## config.mk

```make
export PLATFORM = sky130hd
export DESIGN_NAME = rst_class_gate
export DESIGN_NICKNAME = d
export VERILOG_FILES = /design/src/rtl/rst_class_pkg.sv /design/src/rtl/rst_pulse_qual.sv /design/src/rtl/rst_recovery.sv /design/src/rtl/rst_class_gate.sv
export SDC_FILE = /design/constraint.sdc
export NUM_CORES = 1
export LEC_CHECK = 0
export BUFFER_PORTS_ARGS = -buffer_cell sky130_fd_sc_hd__buf_4
export CELL_PAD_IN_SITES_DETAIL_PLACEMENT = 0
export CELL_PAD_IN_SITES_GLOBAL_PLACEMENT = 2
export CORE_ASPECT_RATIO = 2
export CORE_MARGIN = 5
export CORE_UTILIZATION = 31
export DETAILED_ROUTE_END_ITERATION = 8
export HOLD_SLACK_MARGIN = 0.1
export PLACE_DENSITY = 0.73
export SLEW_MARGIN = 0
export SYNTH_ARGS = -nofsm -noshare
export SYNTH_HDL_FRONTEND = slang
export SYNTH_SLANG_ARGS = --single-unit
```

## constraint.sdc

```tcl
create_clock -name clk -period 1.7 [get_ports clk]
set_clock_uncertainty 0.05 [all_clocks]
set_input_delay 0 -clock clk [delete_from_list [all_inputs] [get_ports clk]]
set_output_delay 0 -clock clk [all_outputs]
set_load 0.01 [all_outputs]
```

## src/rtl/rst_class_pkg.sv

```systemverilog
package rst_class_pkg;

    typedef enum logic [1:0] {
        RK_NONE = 2'd0,
        RK_COLD = 2'd1,
        RK_WARM = 2'd2
    } rst_kind_e;

    // Round a duration in ns up to whole clock cycles at a clock of khz kHz.
    function automatic int ns_to_cyc(input int khz, input int ns);
        return (khz * ns + 999999) / 1000000;
    endfunction

endpackage

```

## src/rtl/rst_pulse_qual.sv

```systemverilog
module rst_pulse_qual
    import rst_class_pkg::*;
#(
    parameter int COLD_CYC = 100000,
    parameter int WARM_CYC = 15,
    parameter int CW       = $clog2(COLD_CYC + 1)
) (
    input  logic      clk,
    input  logic      pwr_good,
    input  logic      pin_n,
    output rst_kind_e kind,
    output logic      powered,
    output logic      powered_nx,
    output logic      low_armed
);

    typedef struct packed {
        logic          pin;
        logic [CW-1:0] cnt;
        logic          powered;
    } qual_t;

    qual_t q_q, q_d;

    always_comb begin
        q_d     = q_q;
        q_d.pin = pin_n;
        kind    = RK_NONE;
        if (!pwr_good) begin
            q_d.cnt     = '0;
            q_d.powered = 1'b0;
        end else begin
            if (pin_n) begin
                q_d.cnt = '0;
                if (!q_q.pin) begin
                    if (!q_q.powered && (q_q.cnt >= CW'(COLD_CYC)))
                        kind = RK_COLD;
                    else if (q_q.powered && (q_q.cnt >= CW'(WARM_CYC)))
                        kind = RK_WARM;
                end
            end else if (q_q.cnt < CW'(COLD_CYC)) begin
                q_d.cnt = q_q.cnt + CW'(1);
            end
            if (kind == RK_COLD)
                q_d.powered = 1'b1;
        end
        low_armed  = pwr_good && !pin_n && (q_d.cnt >= CW'(WARM_CYC));
        powered_nx = q_d.powered;
        powered    = q_q.powered;
    end

    always_ff @(posedge clk) begin
        q_q <= q_d;
    end

endmodule

```

## src/rtl/rst_recovery.sv

```systemverilog
module rst_recovery #(
    parameter int REC_CYC = 12,
    parameter int RW      = $clog2(REC_CYC + 2)
) (
    input  logic clk,
    input  logic pwr_good,
    input  logic start,
    input  logic powered_nx,
    input  logic pin_n,
    output logic ready
);

    typedef struct packed {
        logic [RW-1:0] rec;
        logic          rdy;
    } rec_t;

    rec_t r_q, r_d;

    always_comb begin
        r_d = r_q;
        if (!pwr_good)
            r_d.rec = '0;
        else if (start)
            r_d.rec = RW'(REC_CYC);
        else if (r_q.rec != '0)
            r_d.rec = r_q.rec - RW'(1);
        r_d.rdy = pwr_good && powered_nx && pin_n && (r_d.rec == '0);
    end

    always_ff @(posedge clk) begin
        r_q <= r_d;
    end

    assign ready = r_q.rdy;


    rec_window_chk: assert property (@(posedge clk) disable iff (!pwr_good)
        ((REC_CYC > 0) && start) |=> !ready);

endmodule

```

## src/rtl/rst_class_gate.sv

```systemverilog
module rst_class_gate
    import rst_class_pkg::*;
#(
    parameter int CLK_KHZ = 100000
) (
    input  logic clk,
    input  logic ext_rst_n,
    input  logic pwr_good,
    input  logic lockout,
    input  logic flash_busy,
    input  logic wr_req,
    output logic clr_pm,
    output logic clr_gen,
    output logic clr_mcell,
    output logic vm_init,
    output logic access_ready,
    output logic abort_req,
    output logic wr_go
);

    localparam int COLD_CYC = CLK_KHZ;               // 1 ms
    localparam int WARM_CYC = ns_to_cyc(CLK_KHZ, 150);
    localparam int REC_CYC  = ns_to_cyc(CLK_KHZ, 120);

    typedef struct packed {
        logic pm;
        logic gen;
        logic mc;
        logic vm;
        logic abort;
    } out_t;

    rst_kind_e kind;
    logic      powered, powered_nx, low_armed, ready;
    out_t      o_q, o_d;

    rst_pulse_qual #(
        .COLD_CYC (COLD_CYC),
        .WARM_CYC (WARM_CYC)
    ) u_qual (
        .clk        (clk),
        .pwr_good   (pwr_good),
        .pin_n      (ext_rst_n),
        .kind       (kind),
        .powered    (powered),
        .powered_nx (powered_nx),
        .low_armed  (low_armed)
    );

    rst_recovery #(
        .REC_CYC (REC_CYC)
    ) u_rec (
        .clk        (clk),
        .pwr_good   (pwr_good),
        .start      (kind != RK_NONE),
        .powered_nx (powered_nx),
        .pin_n      (ext_rst_n),
        .ready      (ready)
    );

    always_comb begin
        o_d       = '0;
        o_d.pm    = (kind == RK_COLD);
        o_d.mc    = (kind == RK_COLD);
        o_d.gen   = (kind != RK_NONE);
        o_d.vm    = (kind != RK_NONE);
        o_d.abort = low_armed && flash_busy;
    end

    always_ff @(posedge clk) begin
        o_q <= o_d;
    end

    assign clr_pm       = o_q.pm;
    assign clr_gen      = o_q.gen;
    assign clr_mcell    = o_q.mc;
    assign vm_init      = o_q.vm;
    assign abort_req    = o_q.abort;
    assign access_ready = ready;
    assign wr_go        = wr_req && !lockout && ready;


    cold_arms_chk: assert property (@(posedge clk) disable iff (!pwr_good)
        clr_pm |-> powered);


    cold_once_chk: assert property (@(posedge clk) disable iff (!pwr_good)
        (clr_pm || clr_mcell) |-> !$past(powered));


    warm_needs_power_chk: assert property (@(posedge clk) disable iff (!pwr_good)
        (clr_gen && !clr_pm) |-> $past(powered));


    strobe_single_chk: assert property (@(posedge clk) disable iff (!pwr_good)
        clr_gen |=> !clr_gen);


    abort_blocks_chk: assert property (@(posedge clk) disable iff (!pwr_good)
        abort_req |-> !access_ready);


    unpowered_quiet_chk: assert property (@(posedge clk) disable iff (!pwr_good)
        !powered |-> !access_ready);

endmodule

```

==> impl_metrics.py <==
metrics = {
    "outcome": {
        "status": "finished, violations left",
        "violations": "setup timing",
    },
    "die": {
        "start_util_pct": 32.0,
        "row_count": 35,
        "fp.dieW_um": 58.7,
        "design.core.area_um2": 4600,
        "die_height_um": 107,
        "boundaryPins": 13,
        "die_area_um2": 6300,
    },
    "place": {
        "placed_cells": 281,
        "gp_congestion": 0.852,
        "portBuffers": 12,
        "dpl.hpwl_um": 3370,
        "place_ws_ns": -0.520,
    },
    "route": {
        "drt-met1-wl_um": 1640,
        "dr_wl_met3_um": 113,
        "drcViolationCount": 0,
        "top_layer": "met4",
        "dr_total_vias": 1540,
        "vias_per_cell": 5.13,
        "drtIter0Drc": 49,
        "met2_length_um": 2580,
        "drt-total-wl_um": 4560,
        "ant_nets": 0,
        "drtPass1Iterations": 4,
        "post_drt_wl_per_cell_um": 15.2,
    },
    "hold_path": {
        "min_from": "pwr_good",
        "hold_path_end": "abort_req",
        "whs_path_depth": 4,
        "hold_path_class": "in -> reg",
    },
    "setup_path": {
        "path_max_fanout": 5,
        "reg2regPathDepth": 7,
        "critPathArrivalTime_ns": 2.16,
        "r2r_start": "u_qual.q_q[15]",
        "rrSetupSlack_ns": -0.34,
        "crit_family": "compound AO/OA/AOI/OAI gates",
        "crit_top_cell": "a211oi_2",
        "path_cells": "nor4_4, o21ai_4, a211oi_2, xnor2_1, o211ai_1, a211oi_2, a31oi_1",
        "worstSetupPathType": "reg -> reg",
        "worstSetupStartpointType": "flip-flop",
        "required_ns": 1.81,
        "rr_endpoint": "abort_req",
        "critPathSlowestCell": "nor4_4",
        "crit_path_end_kind": "flip-flop",
        "crit_buf_inv": 0,
        "cp_slowest_stage_delay_ns": 0.38,
    },
    "power_and_ir_drop": {
        "power_switching_share_pct": 30.0,
        "p_seq_share_pct": 51.2,
        "p_int_uw": 979,
        "ir_drop_uv": 473,
        "switchingPower_uw": 420,
        "comb_power_share_pct": 21.5,
        "power_density_nw_per_um2": 604,
        "p_clk_share_pct": 27.3,
        "power_leakage_nw": 0.952,
        "p_total_mw": 1.40,
    },
    "cts": {
        "clk_path_buf_depth": 2,
        "h-tree-depth": 1,
        "cts_tree": "done",
        "clkSinkCount": 27,
        "clk_latency_ns": 0.27,
        "cts_root_buf": "clkbuf_8",
        "path_clk_slew_ns": 0.10,
        "numCtsBuffers": 3,
    },
    "yosys": {
        "synth_top_family_by_area": "simple AND/OR/NAND/NOR gates",
        "synth-async-reset-ratio_pct": 0,
        "synth-simple-area-share_pct": 27.5,
        "ys_types": 45,
        "yosys_warnings": 0,
        "synth_adder_area_share_pct": 2.55,
        "synth_seq_cells": 27,
        "synth_edf_count": 0,
        "synth_common_cells": "dfxtp_1 (27), nor2_1 (26), nand2_1 (13)",
        "synth_area_per_cell_um2": 8.26,
        "syn-num-nets": 187,
        "synth_ff_type": "dfxtp_1",
        "muxShareOfSynthArea_pct": 0.766,
        "synth_compound_area_share_pct": 16.5,
        "postSynthCellCount": 178,
        "netlist.area_leader.share_pct": 36.8,
        "yosys.area.top_type": "dfxtp_1",
        "yosys-top-cells-area": "dfxtp_1 (37%), nor2_1 (6.6%), xnor2_1 (6.0%), xor2_1 (3.6%), nand2_1 (3.3%)",
        "synth-xor-area-share_pct": 9.53,
        "synth_most_common_cell": "dfxtp_1",
        "ys_seq_area_share_pct": 36.8,
        "syn_area_um2": 1470,
    },
    "cells_and_area": {
        "num_antenna_cells": 0,
        "fillCellCount": 454,
        "nets": 255,
        "area_delta_synth_final_pct": 57.5,
        "drive_above_1_share_pct": 48.2,
        "final_cells": 300,
    },
    "sta": {
        "setup_ws_ns": -0.344,
        "fmax_ghz": 0.489,
        "finalSetupViolCount": 15,
        "slew_headroom_pct": 77.7,
        "period_share_pct": 120,
        "worst_slew_pin_slew_ns": 0.333,
        "rsz0062_at_grt": "true",
        "slew_violations": 0,
        "fin_crit_ns": 2.04,
        "finalHoldViolations": 0,
    },
    "global_routing": {
        "grt_usage_pct": 15.8,
        "grt_pass1_vias": 1678,
        "grt_max_degree": 20,
        "grt_pass1_wl_um": 7670,
        "antenna_found_initial": 0,
        "gr-total-overflow": 0,
    },
    "run": {
        "cap_viol_max_count": 0,
    },
}
[per-layer routing]
layer | vias up | global-route usage (%)
met3 | 19 | 1.56
li1 | 758 | -
met5 | - | 0
met2 | 28 | 30.1
met1 | 735 | 15.6
met4 | 0 | 8.91
[power groups by stage]
stage	Combinational (mW)	Sequential (mW)	Clock, mW
after floorplan	0.206	0.719	0
after CTS	0.298	0.717	0.393
after global placement	0.252	0.728	0
final	0.300	0.717	0.382
after detailed placement	0.263	0.734	0
after global routing	0.338	0.724	0.414
[through the flow]
step           util [%]  hold slack [ns]  TNS [ns]  area [µm²]
5_1_grt            50.4            0.147     -3.51        2320
4_1_cts            47.8            0.111     -1.77        2200
2_1_floorplan         -          -0.0223    -0.315        1530
3_3_place_gp       42.6           0.0871     -3.56        1960
3_5_place_dp       42.6           0.0894     -3.58        1960
6_report           50.4            0.114     -2.06        2320
[worst max-delay path by stage]
| stage | from | end | slack, ns | depth (start not counted) |
|---|---|---|---|---|
| floorplan | u_qual.q_q[14] | abort_req | -0.10 | 8 |
| global placement | u_qual.q_q[1] | abort_req | -0.50 | 9 |
| detailed placement | u_qual.q_q[1] | abort_req | -0.52 | 9 |
| CTS | u_qual.q_q[12] | abort_req | -0.38 | 7 |
| global route | u_qual.q_q[15] | abort_req | -0.44 | 7 |
| finish | u_qual.q_q[15] | abort_req | -0.34 | 7 |
[cell usage in the layout, fill, tap and decap left out, types with 2 or more instances in the layout]
master and count:
nor4b_4 2, and3_1 3, nor3_1 3, xnor2_1 9, or4_4 2, nand3_1 6
buf_6 6, nor4_4 2, dfxtp_4 3, nand2_2 3, dfxtp_2 8, nor2_2 3
a31oi_1 4, nor2_1 21, nand2_1 9, buf_4 62, clkbuf_8 3, a21oi_1 6
nand2b_1 3, nand4_1 6, xor2_1 5, nor2_4 2, dfxtp_1 16, a21oi_2 2
nor3_4 2, dlygate4sd3_1 3, o211ai_1 3, ha_1 2, inv_1 12, a211oi_2 4
[sequential cells by signal, indices dropped and copies added (netlist names)]
signal and cells:
u_rec.ready 1, u_qual.powered 1, abort_req 1, u_qual.q_q 18, clr_mcell 1, u_rec.r_q 4, vm_init 1
[final cells by class]
type / instances / area [µm²] / share of cell area, %
multi-input combinational: 131 / 1030 / 44.5
timing repair buffer: 71 / 563 / 24.3
sequential: 27 / 562 / 24.3
tap: 55 / 68.8 / 2.97
inverter: 12 / 45.0 / 1.94
clock buffer: 3 / 41.3 / 1.78
clock inverter: 1 / 5.00 / 0.216
[cells by family (layout without fill, tap and decap cells)]
kind of cell / count (synthesis) / after routing
adders and majority gates: 3 / 3
and+or+nand+nor: 78 / 78
DFF: 27 / 27
muxes: 1 / 1
xor gates and xnor gates: 16 / 16
AOI/OAI and AO/OA: 33 / 33
buffers and inverters: 20 / 87
[worst register-to-register path, cell delays in order, from the launching register on]
cell and delay [ns]:
dfxtp_2 0.35, nor4_4 0.38, o21ai_4 0.16, a211oi_2 0.27
xnor2_1 0.17, o211ai_1 0.20, a211oi_2 0.23, a31oi_1 0.11
[timing repair]
item,in CTS,in global routing
pin swaps,18,24
hold endpoints to repair,8,0
hold buffers,3,0
endpoints found under the setup margin,21,23
gates resized for setup,27,20
setup buffers,7,8
(Power assumes the default switching activity.)
